<file path="src/rtl/blk_addr_pkg.sv">
package blk_addr_pkg;
  typedef enum logic [1:0] {
    ORD_IDLE   = 2'd0,
    ORD_WFIRST = 2'd1,
    ORD_XFIRST = 2'd2,
    ORD_RUN    = 2'd3
  } ord_state_t;
endpackage

</file>
<file path="src/rtl/blk_sync.sv">
module blk_sync #(
  parameter int          W       = 1,
  parameter int          STAGES  = 2,
  parameter logic [W-1:0] RST_VAL = '0
) (
  input  logic         clk,
  input  logic         rst_n,
  input  logic [W-1:0] d,
  output logic [W-1:0] q
);
  logic [W-1:0] sr_q [STAGES];

  always_ff @(posedge clk or negedge rst_n) begin
    if (!rst_n) begin
      for (int i = 0; i < STAGES; i++) sr_q[i] <= RST_VAL;
    end else begin
      sr_q[0] <= d;
      for (int i = 1; i < STAGES; i++) sr_q[i] <= sr_q[i-1];
    end
  end

  assign q = sr_q[STAGES-1];
endmodule

</file>
<file path="src/rtl/blk_order_det.sv">
module blk_order_det
  import blk_addr_pkg::*;
(
  input  logic clk,
  input  logic rst_n,
  input  logic wblk_act,
  input  logic xfer_act,
  output logic ld_addr,
  output logic ld_stage,
  output logic run
);
  ord_state_t state_q, state_d;

  always_comb begin
    state_d  = state_q;
    ld_addr  = 1'b0;
    ld_stage = 1'b0;
    unique case (state_q)
      ORD_IDLE: begin
        if (wblk_act && xfer_act) begin
          ld_addr = 1'b1;
          state_d = ORD_RUN;
        end else if (wblk_act) begin
          state_d = ORD_WFIRST;
        end else if (xfer_act) begin
          state_d = ORD_XFIRST;
        end
      end
      ORD_WFIRST: begin
        if (wblk_act && xfer_act) begin
          ld_addr = 1'b1;
          state_d = ORD_RUN;
        end else if (!wblk_act) begin
          state_d = xfer_act ? ORD_XFIRST : ORD_IDLE;
        end
      end
      ORD_XFIRST: begin
        if (wblk_act && xfer_act) begin
          ld_stage = 1'b1;
          state_d  = ORD_RUN;
        end else if (!xfer_act) begin
          state_d = wblk_act ? ORD_WFIRST : ORD_IDLE;
        end
      end
      ORD_RUN: begin
        if (!wblk_act && !xfer_act) state_d = ORD_IDLE;
      end
      default: state_d = ORD_IDLE;
    endcase
  end

  always_ff @(posedge clk or negedge rst_n) begin
    if (!rst_n) state_q <= ORD_IDLE;
    else        state_q <= state_d;
  end

  assign run = (state_q == ORD_RUN);
endmodule

</file>
<file path="src/rtl/blk_stage_latch.sv">
module blk_stage_latch #(
  parameter int W = 8
) (
  input  logic         clk,
  input  logic         rst_n,
  input  logic         stb_act,
  input  logic         sel,
  input  logic         wblk_act,
  input  logic [W-1:0] din,
  output logic [W-1:0] stage
);
  logic         stb_prev_q;
  logic         armed_q, armed_d;
  logic [W-1:0] stage_q, stage_d;
  logic         stb_fall, stb_rise, stage_en;

  assign stb_fall = stb_act && !stb_prev_q;
  assign stb_rise = !stb_act && stb_prev_q;
  assign stage_en = stb_rise && armed_q;

  always_comb begin
    armed_d = armed_q;
    if (stb_fall)      armed_d = sel && wblk_act;
    else if (stb_rise) armed_d = 1'b0;
    stage_d = stage_q;
    if (stage_en) stage_d = din;
  end

  always_ff @(posedge clk or negedge rst_n) begin
    if (!rst_n) begin
      stb_prev_q <= 1'b0;
      armed_q    <= 1'b0;
      stage_q    <= '0;
    end else begin
      stb_prev_q <= stb_act;
      armed_q    <= armed_d;
      if (stage_en) stage_q <= stage_d;
    end
  end

  assign stage = stage_q;
endmodule

</file>
<file path="src/rtl/blk_beat_ctr.sv">
module blk_beat_ctr #(
  parameter int W = 8
) (
  input  logic         clk,
  input  logic         rst_n,
  input  logic         ld_addr,
  input  logic         ld_stage,
  input  logic         run,
  input  logic         beat,
  input  logic [W-1:0] addr_val,
  input  logic [W-1:0] stage_val,
  output logic [W-1:0] cnt,
  output logic         from_stage
);
  logic [W-1:0] cnt_q, cnt_d;
  logic         src_q, src_d;
  logic         cnt_en;

  assign cnt_en = ld_addr || ld_stage || (run && beat);

  always_comb begin
    cnt_d = cnt_q;
    src_d = src_q;
    if (ld_addr) begin
      cnt_d = addr_val;
      src_d = 1'b0;
    end else if (ld_stage) begin
      cnt_d = stage_val;
      src_d = 1'b1;
    end else if (run && beat) begin
      cnt_d = cnt_q + {{(W-1){1'b0}}, 1'b1};
    end
  end

  always_ff @(posedge clk or negedge rst_n) begin
    if (!rst_n) begin
      cnt_q <= '0;
      src_q <= 1'b0;
    end else if (cnt_en) begin
      cnt_q <= cnt_d;
      src_q <= src_d;
    end
  end

  assign cnt        = cnt_q;
  assign from_stage = src_q;
endmodule

</file>
<file path="src/rtl/blk_addr_loader.sv">
module blk_addr_loader #(
  parameter int AW          = 8,
  parameter int SYNC_STAGES = 2
) (
  input  logic          clk,
  input  logic          rst_n,
  input  logic          wblk_n,
  input  logic          xfer_n,
  input  logic          lsel,
  input  logic          lstb_n,
  input  logic [AW-1:0] laddr,
  input  logic [AW-1:0] ldata,
  input  logic          beat,
  output logic [AW-1:0] cnt,
  output logic          cnt_from_stage,
  output logic          blk_active
);
  localparam int NCTL = 4;

  logic [1:0]      rst_sr_q;
  logic            rst_int_n;
  logic [NCTL-1:0] ctl_raw, ctl_sync;
  logic            wblk_act, xfer_act, stb_act, sel_s;
  logic            ld_addr, ld_stage, run;
  logic [AW-1:0]   stage_val;

  always_ff @(posedge clk or negedge rst_n) begin
    if (!rst_n) rst_sr_q <= 2'b00;
    else        rst_sr_q <= {rst_sr_q[0], 1'b1};
  end
  assign rst_int_n = rst_sr_q[1];

  assign ctl_raw = {lsel, lstb_n, xfer_n, wblk_n};

  blk_sync #(.W(NCTL), .STAGES(SYNC_STAGES), .RST_VAL(4'b0111)) u_sync (
    .clk   (clk),
    .rst_n (rst_int_n),
    .d     (ctl_raw),
    .q     (ctl_sync)
  );

  assign wblk_act = !ctl_sync[0];
  assign xfer_act = !ctl_sync[1];
  assign stb_act  = !ctl_sync[2];
  assign sel_s    = ctl_sync[3];

  blk_order_det u_order (
    .clk      (clk),
    .rst_n    (rst_int_n),
    .wblk_act (wblk_act),
    .xfer_act (xfer_act),
    .ld_addr  (ld_addr),
    .ld_stage (ld_stage),
    .run      (run)
  );

  blk_stage_latch #(.W(AW)) u_stage (
    .clk      (clk),
    .rst_n    (rst_int_n),
    .stb_act  (stb_act),
    .sel      (sel_s),
    .wblk_act (wblk_act),
    .din      (ldata),
    .stage    (stage_val)
  );

  blk_beat_ctr #(.W(AW)) u_ctr (
    .clk        (clk),
    .rst_n      (rst_int_n),
    .ld_addr    (ld_addr),
    .ld_stage   (ld_stage),
    .run        (run),
    .beat       (beat),
    .addr_val   (laddr),
    .stage_val  (stage_val),
    .cnt        (cnt),
    .from_stage (cnt_from_stage)
  );

  assign blk_active = run;
endmodule

</file>
<file path="config.mk">
export PLATFORM = sky130hd
export DESIGN_NAME = blk_addr_loader
export DESIGN_NICKNAME = d
export VERILOG_FILES = /design/src/rtl/blk_addr_pkg.sv /design/src/rtl/blk_sync.sv /design/src/rtl/blk_order_det.sv /design/src/rtl/blk_stage_latch.sv /design/src/rtl/blk_beat_ctr.sv /design/src/rtl/blk_addr_loader.sv
export SDC_FILE = /design/constraint.sdc
export NUM_CORES = 1
export LEC_CHECK = 0
export BUFFER_PORTS_ARGS = -buffer_cell sky130_fd_sc_hd__buf_2
export CORE_MARGIN = 2
export CORE_UTILIZATION = 45
export CTS_CLUSTER_DIAMETER = 80
export CTS_CLUSTER_SIZE = 16
export DETAILED_ROUTE_END_ITERATION = 6
export GPL_TIMING_DRIVEN = 1
export HOLD_SLACK_MARGIN = 0.06
export PLACE_DENSITY = 0.68
export SLEW_MARGIN = 20
export SYNTH_ARGS = -nofsm -noshare
export SYNTH_HDL_FRONTEND = slang
export SYNTH_SLANG_ARGS = --single-unit
</file>
<file path="constraint.sdc">
create_clock -name clk -period 1.66 [get_ports clk]
set_input_delay 0.166 -clock clk [delete_from_list [all_inputs] [get_ports clk]]
set_output_delay 0.166 -clock clk [all_outputs]
set_load 0.02 [all_outputs]
</file>
==> reports/metrics.csv, run 1 <==
stage,metric,value,unit
status,status,completed,
timing,RSZ-0062 raised after global routing,no,
cts,Max Buffers Root-to-Sink,2,
timing,min Tclk post-route,1570,ps
grt,via count of the first global-routing pass,1042,
routing,Detailed Routing Iterations Pass 1,4,
setup_path,Critical path origin,u_order.state_q[0],
timing,"Worst Setup Slack, final",85.5,ps
timing,Hold WS,69.9,ps
routing,Starting DRT DRC Count,51,
timing,Tcrit/Tclk final,94.9,%
synth,"Seq/Total Area, Yosys",57.2,%
floorplanning,I/O pin cnt,33,
cts,clock-pin slew on the worst setup and hold paths,100,ps
setup_path,maximum fanout count along the critical path,4,
synth,synth top area cells,"dfrtp_1 (46%), dfstp_2 (12%), mux2_2 (7.4%), a21oi_1 (3.7%), ha_1 (2.7%)",
timing,Fin. Hold Viols,0,
cells_and_area,ratio of cells with drive above 1 in the final layout,39.9,%
floorplanning,Die Wd,59.2,um
setup_path,crit path DAT,1810,ps
floorplanning,initial core utilization,46.0,%
synth,synth unique cells,34,
synth,Yosys top cell area share,45.7,%
routing,drt via density,5.43,
setup_path,Worst R2R Start,u_order.state_q[0],
power,P per Cell Area,1300,mW/mm2
cells_and_area,fillers,259,
routing,per-cell routed wire length,14.1,um
timing,sum of negative setup slack,0,ps
place,PortBufs,32,
routing,antenna-violating nets left,0,
timing,# setup viols final,0,
cells_and_area,area grow syn2layout,30.8,%
timing,Achievable Freq,635,MHz
synth,Post-Syn Area per Cell,11.7,um2
synth,Ys Warns,0,
grt,pin count of the biggest net entering global routing,30,
synth,cells after synthesis,117,
floorplanning,Die ar.,0.00350,mm2
setup_path,Setup crit end kind,flop,
routing,drt total wl,2.91,mm
grt,GRT Total Usage,18.5,%
timing,Pins Over Slew Limit,0,
place,dpl hpwl,2.01,mm
place,Place WS,-10.9,ps
cts,Root Driver,clkbuf_4,
synth,syn_nets,143,
cts,clock tree from TritonCTS,done,
grt,first-pass GRT wire length,4.70,mm
synth,Seq cells post-synth,31,
timing,clk_skew,10.8,ps
grt,initial antenna violation count,0,
synth,"area leader, netlist",dfrtp_1,
cells_and_area,ANT cells,0,
cells_and_area,multi-input logic area,546,um2
synth,cell area after synthesis,0.00137,mm2
setup_path,required time of the worst setup path,1900,ps
cts,htree depth,2,
power,peak supply drop,0.575,mV
cts,number of CTS-inserted buffers,5,
routing,# DRC,0,
grt,Congestion Overflow GR,0,
cts,clk sinks,31,
power,Overall Power,0.00234,W
run,Max Cap Violations,0,
min_path,Min-Delay Path Class,in -> reg,
cells_and_area,Nets,198,
cells_and_area,FF/Latch Area,783,um2
min_path,hold_sp,ldata[3],
routing,Vias,1119,
floorplanning,# rows,20,
power,LEAKAGE,0.856,nW
cts,clk_lat worst skew,330,ps
floorplanning,CORE AREA,0.00298,mm2
place,GPL Wtd Cong,0.813,
setup_path,Setup crit start kind,flop,
setup_path,Setup CP Type,reg -> reg,
floorplanning,die height,59.2,um
cells in the mapped netlist:
| cell | number |
|---|---|
| o211ai_1 | 2 |
| dfstp_2 | 6 |
| a22oi_1 | 3 |
| nand2_1 | 7 |
| nor3_1 | 2 |
| xnor2_1 | 1 |
| nand4_1 | 1 |
| clkbuf_1 | 1 |
| conb_1 | 1 |
| o31ai_1 | 4 |
| ha_1 | 3 |
| a31oi_1 | 1 |
| o21ai_1 | 1 |
| o22ai_1 | 1 |
| o21a_1 | 2 |
| dfrtp_1 | 25 |
| mux2_4 | 1 |
| buf_6 | 1 |
| mux2_2 | 9 |
| inv_1 | 4 |
| nand3_1 | 1 |
| and3_2 | 2 |
| a21o_2 | 1 |
| nand2b_1 | 1 |
| a21oi_1 | 10 |
| o21ai_0 | 6 |
| mux2i_1 | 3 |
| and4_1 | 2 |
| and2_1 | 1 |
| xor2_1 | 1 |
| buf_8 | 1 |
| or3_2 | 1 |
| or4b_1 | 1 |
| nor2_1 | 10 |
per-layer routing:
metal | vias to the layer above | track usage, % | part of all wire, %
met5 | - | 0 | 0
li1 | 532 | - | -
met1 | 541 | 21.7 | 42
met3 | 7 | 5.02 | 5.1
met2 | 39 | 31.0 | 51
met4 | 0 | 9.74 | 2.1
metrics by stage:
step	cell area (um2)	cells	utilization (%)
4_1_cts	1780	205	59.8
2_1_floorplan	1370	117	-
5_1_grt	1790	206	60.2
3_5_place_dp	1590	186	53.5
3_3_place_gp	1590	186	53.5
6_report	1790	206	60.2
state kept, by name, summed over array words and instances, names as in the netlist:
name and count:
u_sync.q 4, u_order.state_q 2, u_ctr.from_stage 1, rst_sr_q 2, u_stage.armed_q 1, u_stage.stb_prev_q 1
u_sync.sr_q 4, u_stage.stage 8, u_ctr.cnt 8
final cells by class:
| class | count | share of cell area, % |
|---|---|---|
| Clock buffer | 7 | 3.63 |
| Sequential cell | 31 | 43.7 |
| Multi-Input combinational cell | 79 | 30.4 |
| Tap cell | 33 | 2.30 |
| Clock inverter | 1 | 0.419 |
| Inverter | 4 | 0.838 |
| Timing Repair Buffer | 51 | 18.6 |
cell usage in the layout (no fill, tap or decap), drive strengths merged, types with 2 or more instances in the layout:
| cell | netlist | routed |
|---|---|---|
| nor3 | 2 | 2 |
| and4 | 2 | 2 |
| and3 | 2 | 2 |
| nor2 | 10 | 10 |
| mux2i | 3 | 3 |
| nand2 | 7 | 7 |
| a22oi | 3 | 3 |
| buf | 2 | 40 |
| mux2 | 10 | 10 |
| o21ai | 7 | 7 |
| dfstp | 6 | 6 |
| ha | 3 | 3 |
| dlygate4sd3 | 0 | 11 |
| o21a | 2 | 2 |
| clkbuf | 1 | 7 |
| dfrtp | 25 | 25 |
| o211ai | 2 | 2 |
| o31ai | 4 | 4 |
| a21oi | 10 | 10 |
| inv | 4 | 4 |
logic make-up after synthesis:
kind of cell | share of synthesized area (%)
buffers and inverters | 3.29
multiplexers | 10.7
adder cells (fa/ha/maj) | 2.74
AND/OR/NAND/NOR | 10.8
flip-flops | 57.2
XOR/XNOR | 1.28
other | 0.274
AO/OA/AOI/OAI | 13.8
where the power goes:
part,internal (W),switching (W)
registers,0.000921,0.000179
clock network,0.000247,0.000256
logic,0.000363,0.000371
total,0.00153,0.000806
final timing paths:
kind,to,slack [ps],cells past startpoint
worst min-delay path,u_stage.stage[3],70,2
worst min register to register,u_stage.stage[3],240,1
max in group asynchronous,u_sync.q[0],1100,1
worst max-delay path,u_ctr.cnt[7],90,5
worst max register to register,u_ctr.cnt[7],90,5
min in group asynchronous,rst_sr_q[0],150,2
critical path, cell delays in order (launching register included):
cell and delay, ps:
dfrtp_1 420, or4b_4 550, buf_4 170, nand2b_1 60
mux2i_1 70, o31ai_1 230
timing repair:
| action | in CTS | in global routing |
|---|---|---|
| hold buffers | 11 | 0 |
| setup buffers | 0 | 1 |
| hold endpoints to repair | 12 | 0 |
| gates resized for setup | 1 | 2 |
| pin swaps | 0 | 1 |
| setup endpoints to repair | 1 | 2 |
Power figures use the tool's default switching activity.
==> run 2, diff against run 1 <==
Settings changed: CELL_PAD_IN_SITES_DETAIL_PLACEMENT set to 1, CELL_PAD_IN_SITES_GLOBAL_PLACEMENT set to 1, CORE_UTILIZATION 45 to 44, PLACE_DENSITY 0.68 to 0.82.
==> run 2 against run 1 <==
  * Setup slack got worse by 43 ps
  * Sequential share of layout area grew 0.87 points
  * Hold slack worse by 3.2 ps
  * Flip-flop and latch count stayed put
  * Maximum frequency decreased by 2.6%
  * First-iteration DRC count shrank 12%
  * Critical path depth shrank 1
  * Core utilization fell by 1.7 points
  * Largest power group unchanged
  * Combinational power is essentially flat
  * Critical path type unchanged
  * Sequential power about the same
  * Final area decreased by 2.0%
==> reports/metrics.csv, run 2 (same netlist as run 1, synthesis figures left out) <==
stage,metric,value,unit,change
grt,initial antenna violation count,0,,unchanged
setup_path,crit path DAT,1850,ps,was 1810 ps
setup_path,Setup crit start kind,flop,,unchanged
setup_path,required time of the worst setup path,1890,ps,was 1900 ps
min_path,Min-Delay Path Class,in -> reg,,unchanged
grt,Congestion Overflow GR,0,,unchanged
setup_path,Worst R2R Start,u_sync.q[1],,was u_order.state_q[0]
timing,clk_skew,12.6,ps,was 10.8 ps
timing,min Tclk post-route,1620,ps,was 1570 ps
timing,Achievable Freq,618,MHz,was 635 MHz
floorplanning,initial core utilization,45.6,%,was 46.0%
setup_path,"Slowest-stage cell, CP",or4b_4,,unchanged
floorplanning,I/O pin cnt,33,,unchanged
grt,via count of the first global-routing pass,1194,,was 1042
timing,Pins Over Slew Limit,0,,unchanged
cells_and_area,ratio of cells with drive above 1 in the final layout,40.0,%,was 39.9%
power,peak supply drop,0.586,mV,was 0.575 mV
setup_path,Worst R2R Path Depth,4,,was 5
run,Max Cap Violations,0,,unchanged
routing,drt total wl,3.15,mm,was 2.91 mm
timing,# setup viols final,0,,unchanged
cts,htree depth,2,,unchanged
timing,RSZ-0062 raised after global routing,no,,unchanged
cts,Max Buffers Root-to-Sink,2,,unchanged
setup_path,CP peak stage delay,590,ps,was 550 ps
floorplanning,# rows,20,,unchanged
setup_path,Setup crit end kind,flop,,unchanged
routing,drt via density,5.44,,was 5.43
cells_and_area,Final Util,58.5,%,was 60.2%
floorplanning,die height,59.8,um,was 59.2 um
place,Post-Place Cell Area,0.00159,mm2,about the same
grt,first-pass GRT wire length,5.07,mm,was 4.70 mm
routing,Detailed Routing Iterations Pass 1,4,,unchanged
setup_path,Critical path origin,u_sync.q[1],,was u_order.state_q[0]
cells_and_area,"commonest non-fill, non-tap cell in the layout",buf_2,,unchanged
cells_and_area,ANT cells,0,,unchanged
cells_and_area,Layout Cells excl Fill,203,,was 206
setup_path,R2R Setup Slk,40,ps,was 90 ps
routing,antenna-violating nets left,0,,unchanged
setup_path,worst reg2reg endpoint,u_ctr.cnt[6],,was u_ctr.cnt[7]
timing,Tcrit/Tclk final,97.4,%,was 94.9%
setup_path,Setup CP Type,reg -> reg,,unchanged
routing,Starting DRT DRC Count,45,,was 51
cts,setup bufs post-CTS,0,,unchanged
min_path,hold_sp,laddr[5],,was ldata[3]
cells_and_area,most frequent cells in the layout,"buf_2 (32), dfrtp_1 (25), nor2_1 (10), a21oi_1 (10), dlygate4sd3_1 (10)",,"was buf_2 (32), dfrtp_1 (25), dlygate4sd3_1 (11), nor2_1 (10), a21oi_1 (10)"
grt,GRT Total Usage,19.7,%,was 18.5%
setup_path,"Critical Path, Cell by Cell",or4b_4 -> buf_6 -> o21a_1 -> o31ai_2,,was or4b_4 -> buf_4 -> nand2b_1 -> mux2i_1 -> o31ai_1
cells_and_area,area grow syn2layout,28.2,%,was 30.8%
cts,number of CTS-inserted buffers,5,,unchanged
cells_and_area,fin area,0.00176,mm2,was 0.00179 mm2
setup_path,CP top delay family,simple AND/OR/NAND/NOR gates,,unchanged
place,PortBufs,32,,unchanged
min_path,hold endpoint,u_ctr.cnt[5],,was u_stage.stage[3]
floorplanning,Die Wd,59.8,um,was 59.2 um
place,GPL Wtd Cong,0.785,,was 0.813
cts,clock-pin slew on the worst setup and hold paths,110,ps,was 100 ps
status,status,completed,,unchanged
power,Overall Power,0.00229,W,was 0.00234 W
floorplanning,Die ar.,0.00358,mm2,was 0.00350 mm2
routing,# DRC,0,,unchanged
timing,Fin. Hold Viols,0,,unchanged
place,placed cells,185,,was 186
floorplanning,CORE AREA,0.00300,mm2,was 0.00298 mm2
routing,per-cell routed wire length,15.5,um,was 14.1 um
timing,Hold WS,66.7,ps,was 69.9 ps
cells_and_area,Nets,195,,was 198
min_path,worst hold stages,3,,was 2
cts,Root Driver,clkbuf_4,,unchanged
power,P per Cell Area,1300,mW/mm2,about the same
place,dpl hpwl,2.27,mm,was 2.01 mm
routing,Vias,1104,,was 1119
setup_path,maximum fanout count along the critical path,10,,was 4
cts,clock tree from TritonCTS,done,,unchanged
cts,clk sinks,31,,unchanged
setup_path,CP Buf/Inv Count,1,,unchanged
power,LEAKAGE,0.834,nW,was 0.856 nW
grt,pin count of the biggest net entering global routing,24,,was 30
cts,clk_lat worst skew,340,ps,was 330 ps
-- run 2: how the worst max path moves through the flow --
stage                              end  slack, ps  depth (start not counted)
final                     u_ctr.cnt[6]         40                          4
after global routing      u_ctr.cnt[6]         10                          4
after CTS                 u_ctr.cnt[6]         30                          4
after detailed placement  u_ctr.cnt[6]        -40                          4
after global placement    u_ctr.cnt[0]         40                          5
after floorplan           u_ctr.cnt[1]         70                          5
-- run 2: power breakdown --
| part | total, W | internal, W | switching [W] |
|---|---|---|---|
| logic | 0.000737 | 0.000359 | 0.000378 |
| clock network | 0.000446 | 0.000161 | 0.000285 |
| registers | 0.00110 | 0.000921 | 0.000181 |
-- run 2: metal layers --
metal / track usage (%) / routed length [um]
met1: 21.5 / 1310
met2: 34.5 / 1670
met3: 4.98 / 110
met4: 11.1 / 62
met5: 0 / 0
-- run 2: what timing repair did --
action                                  CTS  global route
gates cloned                              0             0
hold buffers                              9             1
resized for setup                         1             3
endpoints found under the setup margin    5             2
hold endpoints to repair                 10             1
-- run 2: cell type report --
cell class / instances / area, um2
repair buffers: 48 / 309
clock inverters: 3 / 20.0
inverters: 4 / 15.0
multi-input cells: 79 / 551
clock buffers: 5 / 37.5
fillers: 338 / 1250
flip-flops and latches: 31 / 783
well taps: 33 / 41.3
-- run 2: worst register-to-register path, stage by stage (launching register included) --
cell,delay (ps)
dfstp_2,380
or4b_4,590
buf_6,170
o21a_1,110
o31ai_2,260
-- run 2: metrics by stage --
step	setup WS [ps]	setup TNS (ps)
2_1_floorplan	74.1	0
3_3_place_gp	35.6	0
3_5_place_dp	-40.5	-101
4_1_cts	32.4	0
5_1_grt	14.7	0
6_report	42.6	0
==> run 3, diff against run 2 <==
Settings changed: BUFFER_PORTS_ARGS -buffer_cell sky130_fd_sc_hd__buf_2 to -buffer_cell sky130_fd_sc_hd__clkbuf_2, REMOVE_ABC_BUFFERS set to 1.
==> run 3 against run 2 <==
  * Setup slack improved by 9.2 ps
  * Critical endpoint is now u_ctr.cnt[4]
  * Final area increased by 4.0%
  * Combinational power increased by 7.6%
  * Sequential share of layout area decreased by 1.7 points
  * Critical path depth increased by 1
  * Non-clock buffer count increased by 4
  * Clock skew decreased by 6.2 ps
  * Highest routed layer unchanged
  * Die area unchanged
  * Largest power group unchanged
  * Cell count increased by 2.0%
  * Clock power increased by 40%
  * Sequential power about the same
  * Register-to-register slack about the same
==> reports/metrics.csv, run 3 (same netlist as run 1, synthesis figures left out) <==
stage,metric,value,unit,change
setup_path,"Critical Path, Cell by Cell",or4b_4 -> buf_4 -> o21ai_0 -> a21o_2 -> a21oi_1,,was or4b_4 -> buf_6 -> o21a_1 -> o31ai_2
status,status,completed,,unchanged
timing,Tcrit/Tclk final,96.9,%,was 97.4%
cts,clock tree from TritonCTS,done,,unchanged
floorplanning,CORE AREA,0.00300,mm2,unchanged
setup_path,required time of the worst setup path,1890,ps,about the same
floorplanning,I/O pin cnt,33,,unchanged
power,Int Pwr,0.00166,W,was 0.00144 W
cells_and_area,fillers,331,,was 338
cells_and_area,Layout Cells excl Fill,207,,was 203
timing,relative slew slack,61.7,%,
timing,worst slew pin tran,574,ps,
timing,min Tclk post-route,1610,ps,was 1620 ps
timing,Fin. Hold Viols,0,,unchanged
cells_and_area,area grow syn2layout,33.3,%,was 28.2%
routing,antenna-violating nets left,0,,unchanged
cells_and_area,ratio of cells with drive above 1 in the final layout,40.8,%,was 40.0%
place,PortBufs,32,,unchanged
grt,via count of the first global-routing pass,1217,,was 1194
min_path,Min-Delay Path Class,in -> reg,,unchanged
cts,Max Buffers Root-to-Sink,2,,unchanged
floorplanning,Die Wd,59.8,um,unchanged
cts,htree depth,2,,unchanged
timing,clk_skew,6.47,ps,was 12.6 ps
grt,initial antenna violation count,0,,unchanged
timing,Hold WS,77.1,ps,was 66.7 ps
cells_and_area,FF/Latch Area,783,um2,unchanged
routing,per-cell routed wire length,17.0,um,was 15.5 um
timing,# setup viols final,0,,unchanged
cells_and_area,ANT cells,0,,unchanged
routing,# DRC,0,,unchanged
cells_and_area,"commonest non-fill, non-tap cell in the layout",clkbuf_2,,was buf_2
setup_path,maximum fanout count along the critical path,9,,was 10
power,Gate power share,31.5,%,was 32.3%
setup_path,Setup crit end kind,flop,,unchanged
cts,number of CTS-inserted buffers,5,,unchanged
place,GPL Wtd Cong,0.778,,was 0.785
floorplanning,die height,59.8,um,unchanged
setup_path,CP top delay family,simple AND/OR/NAND/NOR gates,,unchanged
setup_path,"Slowest-stage cell, CP",or4b_4,,unchanged
cells_and_area,multi-input logic area,551,um2,unchanged
floorplanning,initial core utilization,45.6,%,unchanged
grt,Congestion Overflow GR,0,,unchanged
routing,Detailed Routing Iterations Pass 1,4,,unchanged
power,Overall Power,0.00252,W,was 0.00229 W
timing,Achievable Freq,622,MHz,was 618 MHz
grt,pin count of the biggest net entering global routing,17,,was 24
cts,clk sinks,31,,unchanged
routing,Starting DRT DRC Count,41,,was 45
place,Post-Place Cell Area,0.00161,mm2,was 0.00159 mm2
cts,clock-pin slew on the worst setup and hold paths,100,ps,was 110 ps
setup_path,CP Buf/Inv Count,1,,unchanged
place,placed cells,187,,was 185
routing,drt via density,5.54,,was 5.44
floorplanning,# rows,20,,unchanged
power,P per Cell Area,1380,mW/mm2,was 1300 mW/mm2
power,sw power,0.000857,W,was 0.000844 W
setup_path,CP peak stage delay,550,ps,was 590 ps
power,clock power share,24.8,%,was 19.5%
grt,GRT Total Usage,22.5,%,was 19.7%
power,sequential share of power,43.7,%,was 48.2%
power,Switching Share,34.1,%,was 36.9%
cts,Root Driver,clkbuf_4,,unchanged
floorplanning,Die ar.,0.00358,mm2,unchanged
cells_and_area,Final Util,60.8,%,was 58.5%
routing,Vias,1146,,was 1104
cells_and_area,Nets,199,,was 195
cells_and_area,fin area,0.00183,mm2,was 0.00176 mm2
cells_and_area,most frequent cells in the layout,"clkbuf_2 (32), dfrtp_1 (25), dlygate4sd3_1 (11), nor2_1 (10), a21oi_1 (10)",,"was buf_2 (32), dfrtp_1 (25), nor2_1 (10), a21oi_1 (10), dlygate4sd3_1 (10)"
power,LEAKAGE,0.881,nW,was 0.834 nW
setup_path,Setup crit start kind,flop,,unchanged
timing,Pins Over Slew Limit,0,,unchanged
routing,drt total wl,3.52,mm,was 3.15 mm
power,peak supply drop,0.680,mV,was 0.586 mV
grt,first-pass GRT wire length,5.64,mm,was 5.07 mm
place,dpl hpwl,2.46,mm,was 2.27 mm
setup_path,Setup CP Type,reg -> reg,,unchanged
setup_path,crit path DAT,1840,ps,was 1850 ps
run,Max Cap Violations,0,,unchanged
cts,clk_lat worst skew,340,ps,about the same
## run 3: changes by cell type in the layout (fill, tap and decap cells not counted), sizes merged
cell,delta
clkbuf,+33
buf,-29
clkinvlp,-2
bufinv,+1
dlygate4sd3,+1
## run 3: final timing paths
path,slack (ps),end,cells after the start,from
max in group asynchronous,850,u_sync.q[1],1,rst_sr_q[1]
min in group asynchronous,130,rst_sr_q[1],2,rst_n
worst min-delay path,80,u_stage.stage[3],2,ldata[3]
worst max register to register,50,u_ctr.cnt[4],5,u_sync.q[1]
worst max-delay path,50,u_ctr.cnt[4],5,u_sync.q[1]
worst min register to register,240,u_stage.armed_q,0,rst_sr_q[1]
## run 3: final cells by class
class | instances | area share, %
multi-input combinational | 79 | 30.1
clock inverter | 2 | 1.92
sequential | 31 | 42.9
inverter | 4 | 0.822
tap | 33 | 2.26
clock buffer | 6 | 2.81
timing repair buffer | 52 | 19.2
## run 3: power by group through the flow
stage / clock [W] / sequential, W / combinational (W)
after global routing: 0.000671 / 0.00112 / 0.000872
after detailed placement: 0 / 0.00112 / 0.000752
after CTS: 0.000637 / 0.00110 / 0.000792
after global placement: 0 / 0.00109 / 0.000713
final: 0.000623 / 0.00110 / 0.000793
after floorplan: 0 / 0.00118 / 0.000387
## run 3: metrics by stage
| step | worst slack, ps | TNS, ps |
|---|---|---|
| after floorplan | -48.6 | -48.6 |
| after global placement | 89.2 | 0 |
| after detailed placement | 7.40 | 0 |
| after CTS | 16.8 | 0 |
| after global routing | -45.2 | -45.2 |
| final | 51.8 | 0 |
## run 3: repair_timing
item | CTS | global route
gates resized for setup | 2 | 1
hold buffers | 11 | 0
pin swaps | 0 | 1
endpoints found under the hold margin | 12 | 0
endpoints found under the setup margin | 1 | 2
setup buffers | 0 | 1
## run 3: layer usage
| metal | wire [um] | vias to the layer above | GRT usage (%) |
|---|---|---|---|
| met2 | 1790 | 45 | 36.3 |
| met1 | 1410 | 561 | 26.4 |
| met4 | 112 | 0 | 12.4 |
| met3 | 203 | 12 | 7.14 |
| li1 | - | 528 | - |
| met5 | 0 | - | 0 |
